[src/rtl/cond_eval_pkg.sv]
package cond_eval_pkg;

    typedef enum logic [2:0] {
        SEL_NEVER       = 3'd0,
        SEL_ZERO        = 3'd1,
        SEL_SLT         = 3'd2,
        SEL_SLE         = 3'd3,
        SEL_NOCARRY     = 3'd4,
        SEL_NOCARRY_Z   = 3'd5,
        SEL_OVF         = 3'd6,
        SEL_ODD         = 3'd7
    } sel_e;

    typedef struct packed {
        logic neg;
        logic zero;
        logic carry;
        logic ovf;
        logic odd;
    } flags_t;

    typedef struct packed {
        sel_e sel;
        logic inv;
    } code_t;

    localparam int CODE_W = 4;

    function automatic code_t split_code(input logic [CODE_W-1:0] code);
        code_t c;
        c.sel = sel_e'(code[CODE_W-1:1]);
        c.inv = code[0];
        return c;
    endfunction

endpackage

[src/rtl/cond_addsub.sv]
module cond_addsub
    import cond_eval_pkg::*;
#(
    parameter int W = 32
) (
    input  logic [W-1:0] op_a,
    input  logic [W-1:0] op_b,
    input  logic         is_sub,
    output logic [W-1:0] res,
    output flags_t       flags
);
    localparam int MSB = W - 1;

    logic [W-1:0] b_eff;
    logic [W:0]   wide;
    logic         sign_diff;
    logic         res_flip;

    always_comb begin
        b_eff     = is_sub ? ~op_b : op_b;
        wide      = {1'b0, op_a} + {1'b0, b_eff} + {{W{1'b0}}, is_sub};
        res       = wide[W-1:0];
        sign_diff = op_a[MSB] ^ op_b[MSB];
        res_flip  = res[MSB] ^ op_a[MSB];
        flags.neg   = res[MSB];
        flags.zero  = (res == '0);
        flags.carry = wide[W];
        flags.ovf   = res_flip & (is_sub ? sign_diff : ~sign_diff);
        flags.odd   = res[0];
    end

endmodule

[src/rtl/cond_decode.sv]
module cond_decode
    import cond_eval_pkg::*;
#(
    parameter int W = 32
) (
    input  logic [CODE_W-1:0] cond_code,
    input  flags_t            flags,
    input  logic              is_sub,
    input  logic [W-1:0]      op_a,
    input  logic [W-1:0]      op_b,
    output logic              hit
);
    code_t c;
    logic  base;
    logic  lt_signed;
    logic  leu_direct;

    always_comb begin
        c          = split_code(cond_code);
        lt_signed  = flags.neg ^ flags.ovf;
        leu_direct = (op_a <= op_b);
        unique case (c.sel)
            SEL_NEVER:     base = 1'b0;
            SEL_ZERO:      base = flags.zero;
            SEL_SLT:       base = lt_signed;
            SEL_SLE:       base = lt_signed | flags.zero;
            SEL_NOCARRY:   base = ~flags.carry;
            SEL_NOCARRY_Z: base = is_sub ? leu_direct : (~flags.carry | flags.zero);
            SEL_OVF:       base = flags.ovf;
            SEL_ODD:       base = flags.odd;
            default:       base = 1'b0;
        endcase
        hit = base ^ c.inv;
    end

endmodule

[src/rtl/cond_outreg.sv]
module cond_outreg #(
    parameter int W       = 32,
    parameter bit REG_OUT = 1'b1
) (
    input  logic         clk,
    input  logic         rst,
    input  logic [W-1:0] d_res,
    input  logic         d_carry,
    input  logic         d_ovf,
    input  logic         d_hit,
    output logic [W-1:0] q_res,
    output logic         q_carry,
    output logic         q_ovf,
    output logic         q_hit
);
    generate
        if (REG_OUT) begin : g_reg
            always_ff @(posedge clk) begin
                if (rst) begin
                    q_res   <= '0;
                    q_carry <= 1'b0;
                    q_ovf   <= 1'b0;
                    q_hit   <= 1'b0;
                end else begin
                    q_res   <= d_res;
                    q_carry <= d_carry;
                    q_ovf   <= d_ovf;
                    q_hit   <= d_hit;
                end
            end
        end else begin : g_pass
            assign q_res   = d_res;
            assign q_carry = d_carry;
            assign q_ovf   = d_ovf;
            assign q_hit   = d_hit;
        end
    endgenerate

endmodule

[src/rtl/cond_eval_unit.sv]
module cond_eval_unit
    import cond_eval_pkg::*;
#(
    parameter int W       = 32,
    parameter bit REG_OUT = 1'b1
) (
    input  logic              clk,
    input  logic              rst,
    input  logic [W-1:0]      op_a,
    input  logic [W-1:0]      op_b,
    input  logic              is_sub,
    input  logic [CODE_W-1:0] cond_code,
    output logic [W-1:0]      result,
    output logic              carry_out,
    output logic              overflow,
    output logic              cond_true
);
    logic [W-1:0] sum_res;
    flags_t       sum_flags;
    logic         eval_hit;

    cond_addsub #(.W(W)) u_addsub (
        .op_a   (op_a),
        .op_b   (op_b),
        .is_sub (is_sub),
        .res    (sum_res),
        .flags  (sum_flags)
    );

    cond_decode #(.W(W)) u_decode (
        .cond_code (cond_code),
        .flags     (sum_flags),
        .is_sub    (is_sub),
        .op_a      (op_a),
        .op_b      (op_b),
        .hit       (eval_hit)
    );

    cond_outreg #(.W(W), .REG_OUT(REG_OUT)) u_outreg (
        .clk     (clk),
        .rst     (rst),
        .d_res   (sum_res),
        .d_carry (sum_flags.carry),
        .d_ovf   (sum_flags.ovf),
        .d_hit   (eval_hit),
        .q_res   (result),
        .q_carry (carry_out),
        .q_ovf   (overflow),
        .q_hit   (cond_true)
    );

endmodule

[config.mk]
export PLATFORM = sky130hd
export DESIGN_NAME = cond_eval_unit
export DESIGN_NICKNAME = d
export VERILOG_FILES = /design/src/rtl/cond_eval_pkg.sv /design/src/rtl/cond_addsub.sv /design/src/rtl/cond_decode.sv /design/src/rtl/cond_outreg.sv /design/src/rtl/cond_eval_unit.sv
export SDC_FILE = /design/constraint.sdc
export NUM_CORES = 1
export LEC_CHECK = 0
export BUFFER_PORTS_ARGS = -buffer_cell sky130_fd_sc_hd__clkbuf_2
export CAP_MARGIN = 25
export CORE_ASPECT_RATIO = 0.9
export CORE_MARGIN = 2
export CORE_UTILIZATION = 40
export CTS_CLUSTER_DIAMETER = 150
export DETAILED_ROUTE_END_ITERATION = 10
export PLACE_DENSITY = 0.69
export SLEW_MARGIN = 20
export SYNTH_ARGS = -nofsm -noshare
export SYNTH_HDL_FRONTEND = slang
export SYNTH_HIERARCHICAL = 1
export SYNTH_SLANG_ARGS = --single-unit
export TNS_END_PERCENT = 1
[constraint.sdc]
create_clock -name clk -period 12.2 [get_ports clk]
set_input_delay 1.83 -clock clk [delete_from_list [all_inputs] [get_ports clk]]
set_output_delay 1.83 -clock clk [all_outputs]
set_load 0.02 [all_outputs]
## After elaboration in Yosys (flattened, before gate mapping)

Index checks and enable logic that the tools add are counted.

- Magnitude comparators: 1
- Shift-type cells: 0
- Reduce and logical (&&, ||, !) cells: 2
- Multipliers: 0
- Bitwise gates (word level): 10
- Multiplexer cells: 4
- Equal/unequal tests: 7
- Divide/modulo/power cells: 0
- Add/subtract/negate cells: 2

Operators by type and width:

| cell | number |
|---|---|
| $add 32x32->33 | 1 |
| $add 33x1->33 | 1 |
| $le 32x32->1 | 1 |
| $logic_not 32->1 | 1 |
| $mux 32 | 1 |
| $not 32->32 | 1 |
| $eq 3x3->1 const B | 4 |
| $pmux 1 s8 | 1 |
| $eq 3x2->1 const B | 2 |
| $xor 1x1->1 | 4 |
| $eq 3x1->1 const B | 1 |
| $logic_not 3->1 | 1 |
| $mux 1 | 2 |
| $not 1->1 | 2 |
| $or 1x1->1 | 2 |
| $and 1x1->1 | 1 |

- Output and inout port bits: 35
- Latch bits: 0
- ROM bits: 0
- Register bits: 35
- Word-level logic and storage cells: 30
- RAM bits: 0
- Bits of input ports: 71
- Memories kept: 0

## Longest topological paths before layout

Gate-level depths: netlist of run 1.

- Word-level depth: 10
- Gate-level depth with buffers: 22

## Cells and area by module

The synthesis of run 1 kept the hierarchy.

Modules (own cells, without submodules):

| module | sequential area each (um^2) | instances | area an instance (um^2) | cells each |
|---|---|---|---|---|
| cond_addsub | 0.0 | 1 | 2167.1 | 289 |
| cond_outreg | 700.7 | 1 | 965.9 | 73 |
| cond_decode | 0.0 | 1 | 899.6 | 123 |

## Least setup slack after synthesis of run 1

No wires, ideal clock.

- Path kind: input -> register
- From: input is_sub
- To: register u_outreg.q_hit
- Data arrival time: 6.983 ns
- Slack: 5.101 ns
- Setup time: 0.116 ns
- Required time: 12.084 ns
- Stages on the path: 21
- Cells stage by stage: clkbuf_1 > buf_1 > xor2_1 > ha_1 > and3_2 > and4_2 > o21ai_2 > and3_4 > o31a_4 > xnor2_1 > or4_1 > or3_1 > or4b_1 > nor4_2 > nor3b_2 > nor3_2 > o21ai_1 > or4_4 > o31ai_2 > xor2_1 > and2b_2

RTL lines:

| element | line | text |
|---|---|---|
| from (decl) | cond_eval_unit.sv:11 | `input logic is_sub,` |
| to (signal assigned) | cond_outreg.sv:28 | `q_hit <= d_hit;` |
| to (decl) | cond_outreg.sv:14 | `output logic q_hit` |

==> results_dict.tcl, run 1 <==
set metrics [dict create \
    run_status "completed" \
    layout.nets 719 \
    fp.dieH_um 99.3 \
    timing.hold.ws_ns 1.92 \
    holdPathStages 3 \
    critPathSlowestCell "or4_1" \
    clock-sinks 35 \
    antenna_found_initial 0 \
    syn_nets 623 \
    clock.fmax_ghz 0.142 \
    clk_transition_reported_paths_ns 0.06 \
    ys_types 67 \
    dp_hpwl_um 8730 \
    cp-end-kind "flop" \
    first_global_vias 3607 \
    grt_pass1_wl_um 16700 \
    io_pins 106 \
    path_buf_inv 2 \
    cts_buffers 5 \
    drive_above_1_share_pct 24.8 \
    worst_path_most_repeated_cell "xor2_1" \
    synth_seq_cells 35 \
    worstPathRequired_ns 12.37 \
    path_max_fanout 34 \
    tns_ns 0 \
    maxSlewHeadroom_pct 28.2 \
    area_delta_synth_final_pct 16.7 \
    layout_min_cycle_time_ns 7.06 \
    finalSetupViolations 0 \
    path_class "input port to flop" \
    synthCells 485 \
    fin_crit_sh_pct 57.9 \
    power_uw 513 \
    p_per_area_nw_per_um2 109 \
    clock_path_buffers 2 \
    min_from "cond_code[0]" \
    synth_edf_count 0 \
    nFillCells 975 \
    ys.flop_type "dfxtp_1" \
    synth-async-reset-ratio_pct 0 \
    worst_slew_pin_slew_ns 1.05 \
    critPathTopFamily "simple AND/OR/NAND/NOR gates" \
    drc 0 \
    max_stage_delay_ns 0.52 \
    cts_tree "done" \
    insertedDiodeCount 0 \
    power.leakage_uw 0.00235 \
    ys_warn_count 6 \
    start_util_pct 41.4 \
    htreeDepth 2 \
    globalplace.congestion 0.878 \
    coreArea_um2 9740 \
    io_buffers 105 \
    die_w_um 110 \
    routed_via_density 5.32 \
    ys_seq_area_share_pct 17.4 \
    die_area_um2 10900 \
    ant_nets 0 \
    min_path_type "input port to flop" \
    hold_buffers 0 \
    num_vias 3764 \
    overflow 0 \
    rows 34 \
    crit_arrival_ns 7.23 \
    post-cts-setup-buffers 0 \
    synth.avg_cell_area_um2 8.31 \
    ir_drop_uv 71.3 \
    hold_viol 0 \
    min_to "u_outreg/q_hit" \
    cts_resized 0 \
    cts-root-buf "clkbuf_8" \
    firstDrtPassIters 4 \
    drt-initial-drc-count 175 \
    critPathLaunchType "input port" \
    cp_cell_sequence "clkbuf_2 > buf_4 > xor2_1 > ha_1 > and3_2 > and4_2 > o21ai_2 > and3_4 > o31a_4 > xnor2_1 > or4_1 > or3_1 > or4b_1 > nor4_2 > nor3b_2 > nor3_2 > o21ai_1 > or4_4 > o31ai_2 > xor2_1 > and2b_2" \
    synth_area_um2 4030 \
    rsz0062_at_grt "false" \
    grt_max_degree 36 \
    wire_per_inst_um 14.4 \
    drv_cap 0 \
    drv_slew 0 \
    grt_usage_pct 18.9 \
    drt_wl_total_um 10200 \
]
==> kinds of logic after synthesis <==
kind of cell,after synthesis,share of synthesized area (%)
and+or+nand+nor,140,20.5
AOI/OAI and AO/OA,120,20.3
adders and majority gates,67,21.0
xor gates and xnor gates,62,13.5
buffers and inverters,59,6.61
DFF,35,17.4
muxes,2,0.807
==> placed cells by master (no fill, tap or decap), types with 10 or more instances in the layout <==
master	instances
a21o_1	13
a21oi_1	39
clkbuf_2	105
dfxtp_1	35
ha_1	66
inv_1	41
nand2_1	23
nand3_1	10
nand4_1	18
nor2_1	16
nor2b_1	34
o21ai_0	19
xnor2_1	16
xor2_1	46
==> synthesized netlist by cell type, drive strengths merged (2+ instances only) <==
| master | count | area share (%) |
|---|---|---|
| clkbuf | 5 | 0.50 |
| or2b | 2 | 0.37 |
| nand2b | 5 | 0.78 |
| or4b | 2 | 0.50 |
| or3 | 2 | 0.34 |
| a311oi | 2 | 0.43 |
| nor4 | 4 | 0.78 |
| xor2 | 46 | 10 |
| ha | 66 | 20 |
| or4 | 5 | 1.0 |
| o21ai | 23 | 3.0 |
| mux2i | 2 | 0.81 |
| nor2 | 16 | 1.5 |
| buf | 13 | 2.3 |
| nand3 | 10 | 1.2 |
| a21o | 16 | 3.1 |
| nor2b | 34 | 5.3 |
| o211ai | 3 | 0.56 |
| o31a | 2 | 0.68 |
| nor3 | 4 | 0.62 |
| nand4 | 18 | 2.8 |
| a211oi | 3 | 0.68 |
| nand2 | 23 | 2.1 |
| and4 | 2 | 0.47 |
| inv | 41 | 3.8 |
| a21oi | 40 | 5.1 |
| and3 | 3 | 0.62 |
| dfxtp | 35 | 17 |
| xnor2 | 16 | 3.5 |
| and2b | 5 | 1.1 |
| a221oi | 4 | 0.87 |
| o21a | 4 | 0.74 |
| o21bai | 7 | 1.4 |
| o311ai | 2 | 0.43 |
| a31oi | 6 | 1.3 |
| or2 | 3 | 0.47 |
==> state kept, by name, summed over array words and instances, names as in the netlist <==
| name | count |
|---|---|
| u_outreg/q_carry | 1 |
| u_outreg/q_res | 32 |
| u_outreg/q_hit | 1 |
| u_outreg/q_ovf | 1 |
==> layer usage <==
metal	part of all wire, %	global-route usage [%]
met1	48	26.1
met2	45	30.6
met3	5.6	2.88
met4	1.0	4.77
met5	0	0
==> how the worst max path moves through the flow <==
| stage | start | to | cells past startpoint |
|---|---|---|---|
| after floorplan | is_sub | u_outreg/q_hit | 21 |
| after global placement | is_sub | u_outreg/q_hit | 21 |
| after detailed placement | is_sub | u_outreg/q_hit | 21 |
| after CTS | is_sub | u_outreg/q_hit | 21 |
| after global routing | is_sub | u_outreg/q_hit | 22 |
| final | is_sub | u_outreg/q_hit | 21 |
==> stage by stage <==
stage	worst slack (ns)	cell area [um^2]	cells	util (%)
2_1_floorplan	5.10	4030	485	-
3_3_place_gp	5.03	4620	700	47.4
3_5_place_dp	4.87	4620	700	47.4
4_1_cts	5.16	4710	707	48.3
5_1_grt	4.70	4710	707	48.3
6_report	5.14	4710	707	48.3
==> cell type report <==
cell class | count | area, um^2 | share of cell area [%]
well taps | 126 | 158 | 3.35
inverters | 41 | 154 | 3.27
clock inverters | 1 | 5.00 | 0.106
clock buffers | 6 | 82.6 | 1.75
multi-input cells | 391 | 3070 | 65.1
flip-flops and latches | 35 | 701 | 14.9
repair buffers | 107 | 541 | 11.5
==> where the power goes <==
group | total, uW | internal, uW | switching (uW) | leakage (uW)
clock | 83.1 | 44.2 | 38.8 | 0.0000470
sequential | 143 | 136 | 6.35 | 0.000292
combinational | 288 | 120 | 168 | 0.00201
No activity file was read; power rests on OpenSTA's default activity.
==> run 2, diff against run 1 <==
PLACE_DENSITY = 0.72   (was 0.69)
clock period = 6.3 ns   (was 12.2 ns; I/O delays follow)
==> run 2 against run 1 <==
  * Global-route usage is 0.40 points higher
  * Highest routed layer unchanged
  * Combinational power is 98% higher
  * Worst hold slack worse by 0.89 ns
  * Critical path depth stayed put
  * Critical endpoint unchanged
  * Clock power is 110% higher
  * Flip-flop and latch count stayed put
==> results_dict.tcl, run 2 (synthesis gave the netlist of run 1 again) <==
set metrics [dict create \
    start_util_pct 41.4 \
    drv_slew 0 \
    maxSlewHeadroom_pct 23.4 \
    fp.dieH_um 99.3 \
    drv_cap 0 \
    coreArea_um2 9740 \
    rsz0062_at_grt "false" \
    insertedDiodeCount 0 \
    crit_arrival_ns 6.11 \
    path_max_fanout 10 \
    ir_drop_uv 119 \
    hold_viol 0 \
    min_from "cond_code[0]" \
    power.leakage_uw 0.00240 \
    tns_ns 0 \
    pre_cts_slack_ns 0.0936 \
    largest_register "u_outreg/q_res" \
    area_delta_synth_final_pct 19.1 \
    die_w_um 110 \
    drc 0 \
    startpoint "is_sub" \
    cts_buffers 5 \
    p_per_area_nw_per_um2 213 \
    timing.final.ws_setup_ns 0.386 \
    layout.nets 731 \
    ant_nets 0 \
    antenna_found_initial 0 \
    routed_via_density 5.34 \
    cp-end-kind "flop" \
    post-cts-setup-buffers 0 \
    min_path_type "input port to flop" \
    drive_above_1_share_pct 26.4 \
    layout_commonest_cell "clkbuf_2" \
    num_vias 3845 \
    cts_tree "done" \
    drt_wl_total_um 10600 \
    hold_buffers 0 \
    layout_min_cycle_time_ns 5.91 \
    io_buffers 105 \
    clock-sinks 35 \
    worstPathRequired_ns 6.50 \
    clock.fmax_ghz 0.169 \
    fin_crit_sh_pct 93.9 \
    largest_reg_flops 32 \
    io_pins 106 \
    grt_usage_pct 19.3 \
    dp_hpwl_um 9050 \
    cts-root-buf "clkbuf_8" \
    firstDrtPassIters 5 \
    worst_slew_pin_slew_ns 1.12 \
    drt-initial-drc-count 199 \
    grt_max_degree 36 \
    run_status "completed" \
    critPathLaunchType "input port" \
    rows 34 \
    grt_pass1_wl_um 16900 \
    clk_transition_reported_paths_ns 0.08 \
    globalplace.congestion 0.909 \
    clock_path_buffers 2 \
    final_cell_mix "105 x clkbuf_2, 66 x ha_1, 46 x xor2_1" \
    power_uw 1020 \
    wire_per_inst_um 14.7 \
    first_global_vias 3654 \
    die_area_um2 10900 \
    finalSetupViolations 0 \
    htreeDepth 2 \
    path_class "input port to flop" \
    cts_resized 0 \
    overflow 0 \
]
==> run 2: cell count changes in the layout (fill, tap and decap cells not counted) <==
| cell | change |
|---|---|
| clkinvlp_4 | +2 |
| clkbuf_8 | -1 |
| o311ai_0 | -1 |
| buf_4 | +12 |
| inv_6 | +1 |
| o311ai_1 | +1 |
| clkinv_2 | -1 |
==> run 2: through the flow <==
| step | instance area, um^2 | utilization [%] | hold WS, ns | cells |
|---|---|---|---|---|
| 3_5_place_dp | 4710 | 48.3 | 1.34 | 712 |
| 4_1_cts | 4800 | 49.3 | 1.03 | 720 |
| 5_1_grt | 4800 | 49.3 | 1.03 | 720 |
| 3_3_place_gp | 4710 | 48.3 | 1.33 | 712 |
| 6_report | 4800 | 49.3 | 1.03 | 720 |
| 2_1_floorplan | 4030 | - | 1.14 | 485 |
==> run 2: worst paths after layout <==
| kind | cells after the start | slack, ns | endpoint |
|---|---|---|---|
| setup / recovery | 21 | 0.39 | u_outreg/q_hit |
| hold / removal | 3 | 1.03 | u_outreg/q_hit |
==> run 2: metal layers <==
layer | vias up | wire, um | track usage, %
met1 | 1764 | 5140 | 27.3
met2 | 136 | 4680 | 31.0
met5 | - | 0 | 0
met3 | 8 | 678 | 3.08
li1 | 1937 | - | -
met4 | 0 | 102 | 3.51
==> run 2: critical path, cell delays in order <==
cell      delay (ns)
clkbuf_2        0.29
buf_4           0.30
xor2_1          0.12
ha_1            0.35
nand2_1         0.08
o21ai_0         0.26
nor2_1          0.07
and3_4          0.19
o31a_4          0.37
xnor2_1         0.14
or4_1           0.50
or3_1           0.32
or4b_1          0.49
nor4_2          0.30
nor3b_2         0.09
nor3_2          0.18
o21ai_1         0.10
or4_4           0.48
o31ai_2         0.24
xor2_1          0.09
and2b_2         0.19
==> run 2: cell type report <==
class / count / area (um^2)
fill: 916 / 4940
multi-input combinational: 391 / 3070
sequential: 35 / 701
timing repair buffer: 119 / 631
tap: 126 / 158
inverter: 41 / 154
clock buffer: 5 / 68.8
clock inverter: 3 / 23.8
==> run 2: report_power, final <==
group,total (uW),switching [uW],internal (uW)
Combinational,570,328,242
Sequential,275,11.8,264
Clock,177,97.6,79.2
